`config.mk`:
```
export PLATFORM = sky130hd
export DESIGN_NAME = prom_byte_reader
export DESIGN_NICKNAME = d
export VERILOG_FILES = /design/src/rtl/prom_rd_pkg.sv /design/src/rtl/prom_addr_serializer.sv /design/src/rtl/prom_strobe_timer.sv /design/src/rtl/prom_byte_reader.sv
export SDC_FILE = /design/constraint.sdc
export NUM_CORES = 1
export LEC_CHECK = 0
export BUFFER_PORTS_ARGS = -buffer_cell sky130_fd_sc_hd__buf_2
export CAP_MARGIN = 20
export CORE_MARGIN = 5
export CORE_UTILIZATION = 56
export CTS_CLUSTER_DIAMETER = 80
export CTS_CLUSTER_SIZE = 28
export DETAILED_ROUTE_END_ITERATION = 8
export PLACE_DENSITY = 0.9
export SKIP_CTS_REPAIR_TIMING = 1
export SYNTH_ARGS = -nofsm -noshare
export SYNTH_HDL_FRONTEND = slang
export SYNTH_SLANG_ARGS = --single-unit
```
`constraint.sdc`:
```
create_clock -name clk -period 2.3 [get_ports clk]
set_input_delay 0 -clock clk [delete_from_list [all_inputs] [get_ports clk]]
set_output_delay 0 -clock clk [all_outputs]
set_load 0.05 [all_outputs]
```
`src/rtl/prom_rd_pkg.sv`:
```
package prom_rd_pkg;

   typedef enum logic [1:0] {
      ST_IDLE   = 2'd0,
      ST_ADDR   = 2'd1,
      ST_ACCESS = 2'd2
   } rd_state_e;

   // Index of the highest set bit; 0 when the vector is empty.
   function automatic int unsigned top_set_bit(input logic [63:0] vec);
      int unsigned idx;
      idx = 0;
      for (int i = 0; i < 64; i++) begin
         if (vec[i]) idx = i;
      end
      return idx;
   endfunction

endpackage

```
`src/rtl/prom_addr_serializer.sv`:
```
module prom_addr_serializer #(
   parameter int BYTES = 3
) (
   input  logic                 clk,
   input  logic                 rst_n,
   input  logic                 load_i,
   input  logic [8*BYTES-1:0]   addr_i,
   output logic [7:0]           byte_o,
   output logic                 rom_clk_o,
   output logic                 last_rise_o
);
   localparam int AW = 8 * BYTES;
   localparam int BW = $clog2(BYTES);

   initial begin : param_chk
      assert (BYTES >= 2 && BYTES <= 8) else $fatal(1, "BYTES out of range");
   end

   logic [AW-1:0] shreg_q;
   logic [BW-1:0] beat_q;
   logic          hi_q;
   logic          act_q;
   logic          at_last;

   assign at_last = (beat_q == BW'(BYTES - 1));

   always_ff @(posedge clk or negedge rst_n) begin
      if (!rst_n) begin
         shreg_q <= '0;
         beat_q  <= '0;
         hi_q    <= 1'b0;
         act_q   <= 1'b0;
      end else if (load_i) begin
         shreg_q <= addr_i;
         beat_q  <= '0;
         hi_q    <= 1'b0;
         act_q   <= 1'b1;
      end else if (act_q) begin
         if (!hi_q) begin
            hi_q <= 1'b1;
         end else begin
            hi_q <= 1'b0;
            if (at_last) begin
               act_q <= 1'b0;
            end else begin
               beat_q  <= beat_q + 1'b1;
               shreg_q <= shreg_q << 8;
            end
         end
      end
   end

   assign byte_o      = shreg_q[AW-1 -: 8];
   assign rom_clk_o   = hi_q;
   assign last_rise_o = act_q & hi_q & at_last;

   // byte already settled when the ROM clock rises
   assert_byte_setup_R4: assert property (@(posedge clk) disable iff (!rst_n)
      $rose(rom_clk_o) |-> $stable(byte_o));

   // high phase lasts a single system cycle
   assert_clk_phase_R4: assert property (@(posedge clk) disable iff (!rst_n)
      rom_clk_o |=> !rom_clk_o);

endmodule

```
`src/rtl/prom_strobe_timer.sv`:
```
module prom_strobe_timer
   import prom_rd_pkg::*;
#(
   parameter int MASK_W = 16
) (
   input  logic                       clk,
   input  logic                       rst_n,
   input  logic                       go_i,
   input  logic [MASK_W-1:0]          mask_i,
   input  logic [$clog2(MASK_W)-1:0]  cnt_i,
   output logic                       active_o,
   output logic                       rd_act_o,
   output logic                       sample_o,
   output logic                       last_o
);
   localparam int CW = $clog2(MASK_W);

   initial begin : param_chk
      assert (MASK_W >= 2 && MASK_W <= 64) else $fatal(1, "MASK_W out of range");
   end

   logic [MASK_W-1:0] win;
   logic [MASK_W-1:0] eff_d;
   logic [CW-1:0]     sidx_d;

   // One window bit per cycle allowed by the access count.
   for (genvar g = 0; g < MASK_W; g++) begin : g_win
      assign win[g] = (CW'(g) <= cnt_i);
   end

   assign eff_d  = mask_i & win;
   assign sidx_d = (eff_d == '0) ? cnt_i : CW'(top_set_bit(64'(eff_d)));

   logic [CW-1:0]     k_q;
   logic [CW-1:0]     lim_q;
   logic [CW-1:0]     sidx_q;
   logic [MASK_W-1:0] eff_q;
   logic              act_q;

   always_ff @(posedge clk or negedge rst_n) begin
      if (!rst_n) begin
         k_q    <= '0;
         lim_q  <= '0;
         sidx_q <= '0;
         eff_q  <= '0;
         act_q  <= 1'b0;
      end else if (go_i) begin
         k_q    <= '0;
         lim_q  <= cnt_i;
         sidx_q <= sidx_d;
         eff_q  <= eff_d;
         act_q  <= 1'b1;
      end else if (act_q) begin
         if (k_q == lim_q) act_q <= 1'b0;
         else              k_q   <= k_q + 1'b1;
      end
   end

   assign active_o = act_q;
   assign rd_act_o = act_q & eff_q[k_q];
   assign sample_o = act_q & (k_q == sidx_q);
   assign last_o   = act_q & (k_q == lim_q);

   // strobe only during the window
   assert_rd_in_window_R6: assert property (@(posedge clk) disable iff (!rst_n)
      rd_act_o |-> active_o);

   // capture point never after the window end
   assert_sample_in_window_R7: assert property (@(posedge clk) disable iff (!rst_n)
      last_o && !sample_o |=> !sample_o);

endmodule

```
`src/rtl/prom_byte_reader.sv`:
```
module prom_byte_reader
   import prom_rd_pkg::*;
#(
   parameter int ADDR_BYTES = 3,
   parameter int MASK_W     = 16
) (
   input  logic                          clk,
   input  logic                          rst_n,
   input  logic                          start_i,
   input  logic [8*ADDR_BYTES-1:0]       addr_i,
   input  logic [MASK_W-1:0]             strobe_mask_i,
   input  logic [$clog2(MASK_W)-1:0]     access_cnt_i,
   output logic                          busy_o,
   output logic [7:0]                    data_o,
   output logic                          data_valid_o,
   output logic [7:0]                    bus_out_o,
   output logic                          bus_oe_o,
   input  logic [7:0]                    bus_in_i,
   output logic                          rom_clk_o,
   output logic                          ale_n_o,
   output logic                          cs_n_o,
   output logic                          rd_n_o
);
   localparam int CW = $clog2(MASK_W);

   rd_state_e         state_q;
   logic [MASK_W-1:0] mask_q;
   logic [CW-1:0]     cnt_q;
   logic [7:0]        data_q;
   logic              valid_q;

   logic accept, ser_last, tmr_go;
   logic tmr_active, tmr_rd, tmr_sample, tmr_last;
   logic [7:0] ser_byte;
   logic ser_clk;

   assign accept = (state_q == ST_IDLE) & start_i;
   assign tmr_go = (state_q == ST_ADDR) & ser_last;

   prom_addr_serializer #(.BYTES(ADDR_BYTES)) u_ser (
      .clk         (clk),
      .rst_n       (rst_n),
      .load_i      (accept),
      .addr_i      (addr_i),
      .byte_o      (ser_byte),
      .rom_clk_o   (ser_clk),
      .last_rise_o (ser_last)
   );

   prom_strobe_timer #(.MASK_W(MASK_W)) u_tmr (
      .clk      (clk),
      .rst_n    (rst_n),
      .go_i     (tmr_go),
      .mask_i   (mask_q),
      .cnt_i    (cnt_q),
      .active_o (tmr_active),
      .rd_act_o (tmr_rd),
      .sample_o (tmr_sample),
      .last_o   (tmr_last)
   );

   always_ff @(posedge clk or negedge rst_n) begin
      if (!rst_n) begin
         state_q <= ST_IDLE;
         mask_q  <= '0;
         cnt_q   <= '0;
      end else begin
         unique case (state_q)
            ST_IDLE: if (start_i) begin
               state_q <= ST_ADDR;
               mask_q  <= strobe_mask_i;
               cnt_q   <= access_cnt_i;
            end
            ST_ADDR:   if (ser_last) state_q <= ST_ACCESS;
            ST_ACCESS: if (tmr_last) state_q <= ST_IDLE;
            default:   state_q <= ST_IDLE;
         endcase
      end
   end

   always_ff @(posedge clk or negedge rst_n) begin
      if (!rst_n) begin
         data_q  <= '0;
         valid_q <= 1'b0;
      end else begin
         if (accept) valid_q <= 1'b0;
         else if (state_q == ST_ACCESS && tmr_last) valid_q <= 1'b1;
         if (state_q == ST_ACCESS && tmr_sample) data_q <= bus_in_i;
      end
   end

   assign busy_o       = (state_q != ST_IDLE);
   assign data_o       = data_q;
   assign data_valid_o = valid_q;
   assign bus_out_o    = ser_byte;
   assign bus_oe_o     = (state_q == ST_ADDR);
   assign rom_clk_o    = ser_clk;
   assign ale_n_o      = ~(state_q == ST_ADDR);
   assign cs_n_o       = ~tmr_active;
   assign rd_n_o       = ~((state_q == ST_ACCESS) & tmr_rd);

   // latch enable released only after a ROM clock high phase
   assert_ale_release_R3: assert property (@(posedge clk) disable iff (!rst_n)
      $rose(ale_n_o) |-> $past(rom_clk_o));

   // bus never driven while the ROM is selected
   assert_bus_free_R5: assert property (@(posedge clk) disable iff (!rst_n)
      !cs_n_o |-> !bus_oe_o);

   // strobe nested inside chip select
   assert_rd_inside_cs_R6: assert property (@(posedge clk) disable iff (!rst_n)
      !rd_n_o |-> !cs_n_o);

   // a request during a read leaves the settings alone
   assert_start_ignored_R9: assert property (@(posedge clk) disable iff (!rst_n)
      busy_o && start_i |=> $stable(mask_q) && $stable(cnt_q));

   // result held while idle and not restarted
   assert_data_hold_R10: assert property (@(posedge clk) disable iff (!rst_n)
      !busy_o && !start_i |=> $stable(data_o) && $stable(data_valid_o));

endmodule

```
==> results.md <==
- Fin crit period: 2.15 ns
- First-pass DRT Iterations: 5
- Sw Share: 41.5%
- Final Core Density: 74.3%
- Clock buffer depth: 2
- PwrDens: 1240 mW/mm^2
- Number of cell rows: 31
- Gate power share: between 40 and 50%
- Post-Route WL: between 10,000 and 15,000 um
- Final hold violation count: 0
- Fin crit share: 93.6%
- GP Congestion: 0.942
- Final Instance Area: 0.00542 mm^2
- Critical path, cell by cell: o41ai_4 > nand2b_1 > and4bb_1 > or3b_1 > o21ai_1 > o21ai_1
- Share of layout cells above drive strength 1: between 20% and 30%
- Commonest cells post-synth: dfrtp_1 (88), nand2_1 (65), o21ai_0 (28), mux2_2 (26), nor2_1 (24)
- Slew Limit Fails: 0
- Via count: 3,497
- P_int: approximately 4 mW
- Overflow after GRT: 0
- Switching component of the power: 2.78 mW
- Post-Synthesis Cells: 399
- Top FF cell, synth: dfrtp_1
- Synth top area cells: dfrtp_1 (52%), mux2_2 (6.9%), nand2_1 (5.8%)
- Cells after DPL: around 550
- Number of max-cap violations: 0
- Critical Path Stages: 6
- Die width: 96.9 um
- Starting DRC count in detailed routing: 226
- Status: finished, final reports clean
- DP Area: about 0.0047 mm^2
- Netlist cell types: 50
- Most common cell on crit path: o21ai_1
- Boundary Pins: 78
- Mapped Area: about 0.0042 mm^2
- Setup-failing EPs final: 0
- Antenna diodes: 0
- Crit Path Max Fanout: 19
- Vias in the first global route: 3,224
- Pleak: between 2 and 3 nW
- Post-synthesis sequential area ratio: a little over half
- Clk root buf: clkbuf_8
- Non-Filler Instances: 624
- CTS sink cnt: 88
- CP arrival: 2.38 ns
- Delay-heaviest family, CP: simple AND/OR/NAND/NOR gates
- Number of flops mapped to enable cells by yosys: 0
- Height of the die: 96.9 um
- Fmax achieved: 465 MHz
- H-tree levels: 3
- Port buffer count: between 70 and 80
- GRT Util Overall: 20.1%
- Critical path class: reg -> reg
- Worst slack at placement: 0.231 ns
- Setup crit start kind: flip-flop
- Clk_lat worst skew: 0.35 ns
- # DRC: 0
- Worst R2R Path Depth: 6
- Cell taking the most area after synthesis: dfrtp_1
- Relative slew slack: between 50 and 60%
- Fin worst setup slack: around 0.15 ns
- Most common cell in the netlist: dfrtp_1
- Clock slew at reported path FFs: about 0.08 ns
- Slowest-stage cell, CP: dfrtp_1
- Inserted Clock Buffers: 9
- Global-route wire length before repair: 15,500 um
- Power, Total: 6.71 mW
- Clock power frac: 15.6%
- Critical path's largest stage delay: 0.62 ns
- Reg power frac: 42.2%
- Slew @ Worst Pin: 0.657 ns
- RR Endpoint: u_tmr.sidx_q[1]$_DFFE_PN0P_
- HPWL after DPL: 6690 um
- Avg Cell Area, Syn: 10.6 um^2
- TritonCTS clock tree: done
- Async SR Flop Fraction: 100%
- Drt via density: 5.60
- RR Startpoint: cnt_q[0]$_DFFE_PN0P_
- Max VDD drop: 0.000684 V
- Reg-to-reg slack, setup: around 0.15 ns
- HP Class: in -> async
- Filler cells: between 500 and 600
- Area growth syn-to-layout: 27.9%
- Sum Neg Setup Slack: 0 ns
- Yosys reg bits: 88
- RSZ-0062 raised after global routing: false
- Required time of the critical path: approximately 2.5 ns
- Min Hold Slack: 0.208 ns
- CORE AREA: roughly 0.0073 mm^2
- Largest net degree at the start of global routing: 47
- CP bufs+invs: 0
- Yosys top cell area share: a little over half
- Syn Nets: 456
- Initial antenna violation count: 0
- Die area: between 0.009 and 0.01 mm^2
- NumNets Final: 577
- Clock Skews: about 0.0085 ns
- Ys Warns: 0
- Worst setup EP type: flip-flop
- Final antenna-violating net count: 0
- DR WL/cell: 16.6 um
- Initial Utilization: between 50 and 60%
==> flip-flops by register name, indices dropped and copies added (netlist names) <==
| name | cells |
|---|---|
| u_ser.beat_q | 2 |
| u_tmr.active_o | 1 |
| u_ser.act_q | 1 |
| data_valid_o | 1 |
| state_q | 2 |
| data_o | 8 |
| u_ser.rom_clk_o | 1 |
| cnt_q | 4 |
| mask_q | 16 |
| u_tmr.k_q | 4 |
| u_ser.shreg_q | 24 |
| u_tmr.eff_q | 16 |
| u_tmr.sidx_q | 4 |
| u_tmr.lim_q | 4 |
==> placed cells by master, fill, tap and decap left out, types with 2 or more instances in the layout <==
master	count
o211ai_1	2
clkbuf_8	10
nand4_1	4
a21oi_1	9
a21boi_0	2
o21a_1	2
nor2b_1	3
o31ai_1	2
mux4_2	5
buf_2	76
ha_1	2
o311ai_0	3
dlygate4sd3_1	54
buf_4	14
inv_1	8
xnor2_1	10
mux2_2	26
and2_1	2
o21ai_1	15
clkinv_2	3
o22ai_1	4
nor2_1	23
mux2i_1	18
a21o_1	2
o21ai_0	28
dfrtp_1	87
xor2_1	2
a22o_1	9
nand2b_1	2
nand2_1	65
nand3_1	6
or2_1	2
==> per-layer routing <==
layer / vias to the layer above / track usage, % / wire length [um]
li1: 1630 / - / -
met2: 151 / 30.9 / 5060
met1: 1689 / 27.4 / 4330
met4: 0 / 8.21 / 273
met3: 27 / 4.75 / 672
met5: - / 0 / 0
==> final cells by class <==
class	instances	area (um^2)	area share (%)
tap	99	124	2.29
clock inverter	5	53.8	0.994
timing repair buffer	145	1050	19.3
sequential	88	2200	40.7
clock buffer	11	141	2.61
inverter	8	30.0	0.555
multi-input combinational	268	1820	33.5
==> power groups by stage <==
stage	Clock, mW	Sequential [mW]	Combinational, mW
after global routing	1.14	2.90	3.11
after CTS	1.07	2.79	2.72
final	1.05	2.83	2.83
after floorplan	0	2.56	2.33
after global placement	0	2.77	2.59
after detailed placement	0	2.82	2.69
==> logic make-up (layout without fill, tap and decap cells) <==
family / count (synthesis) / after routing / synth area share, %
adders and majority gates: 2 / 2 / 0.591
AOI/OAI and AO/OA: 91 / 91 / 14.2
xor gates and xnor gates: 12 / 12 / 2.48
DFF: 88 / 88 / 52.0
buffers and inverters: 43 / 169 / 5.23
muxes: 49 / 49 / 13.8
and+or+nand+nor: 114 / 114 / 11.6
==> how the worst max path moves through the flow <==
stage | startpoint | endpoint | slack, ns
4_1_cts | u_tmr.k_q[0]$_DFFE_PN0P_ | rd_n_o | 0.04
3_3_place_gp | cnt_q[0]$_DFFE_PN0P_ | u_tmr.sidx_q[1]$_DFFE_PN0P_ | 0.27
3_5_place_dp | cnt_q[0]$_DFFE_PN0P_ | u_tmr.sidx_q[1]$_DFFE_PN0P_ | 0.23
2_1_floorplan | state_q[0]$_DFFE_PN0P_ | data_valid_o$_DFFE_PN0P_ | 0.38
6_report | cnt_q[0]$_DFFE_PN0P_ | u_tmr.sidx_q[1]$_DFFE_PN0P_ | 0.15
5_1_grt | u_tmr.k_q[0]$_DFFE_PN0P_ | rd_n_o | 0.04
No activity file was read; power rests on OpenSTA's default activity.
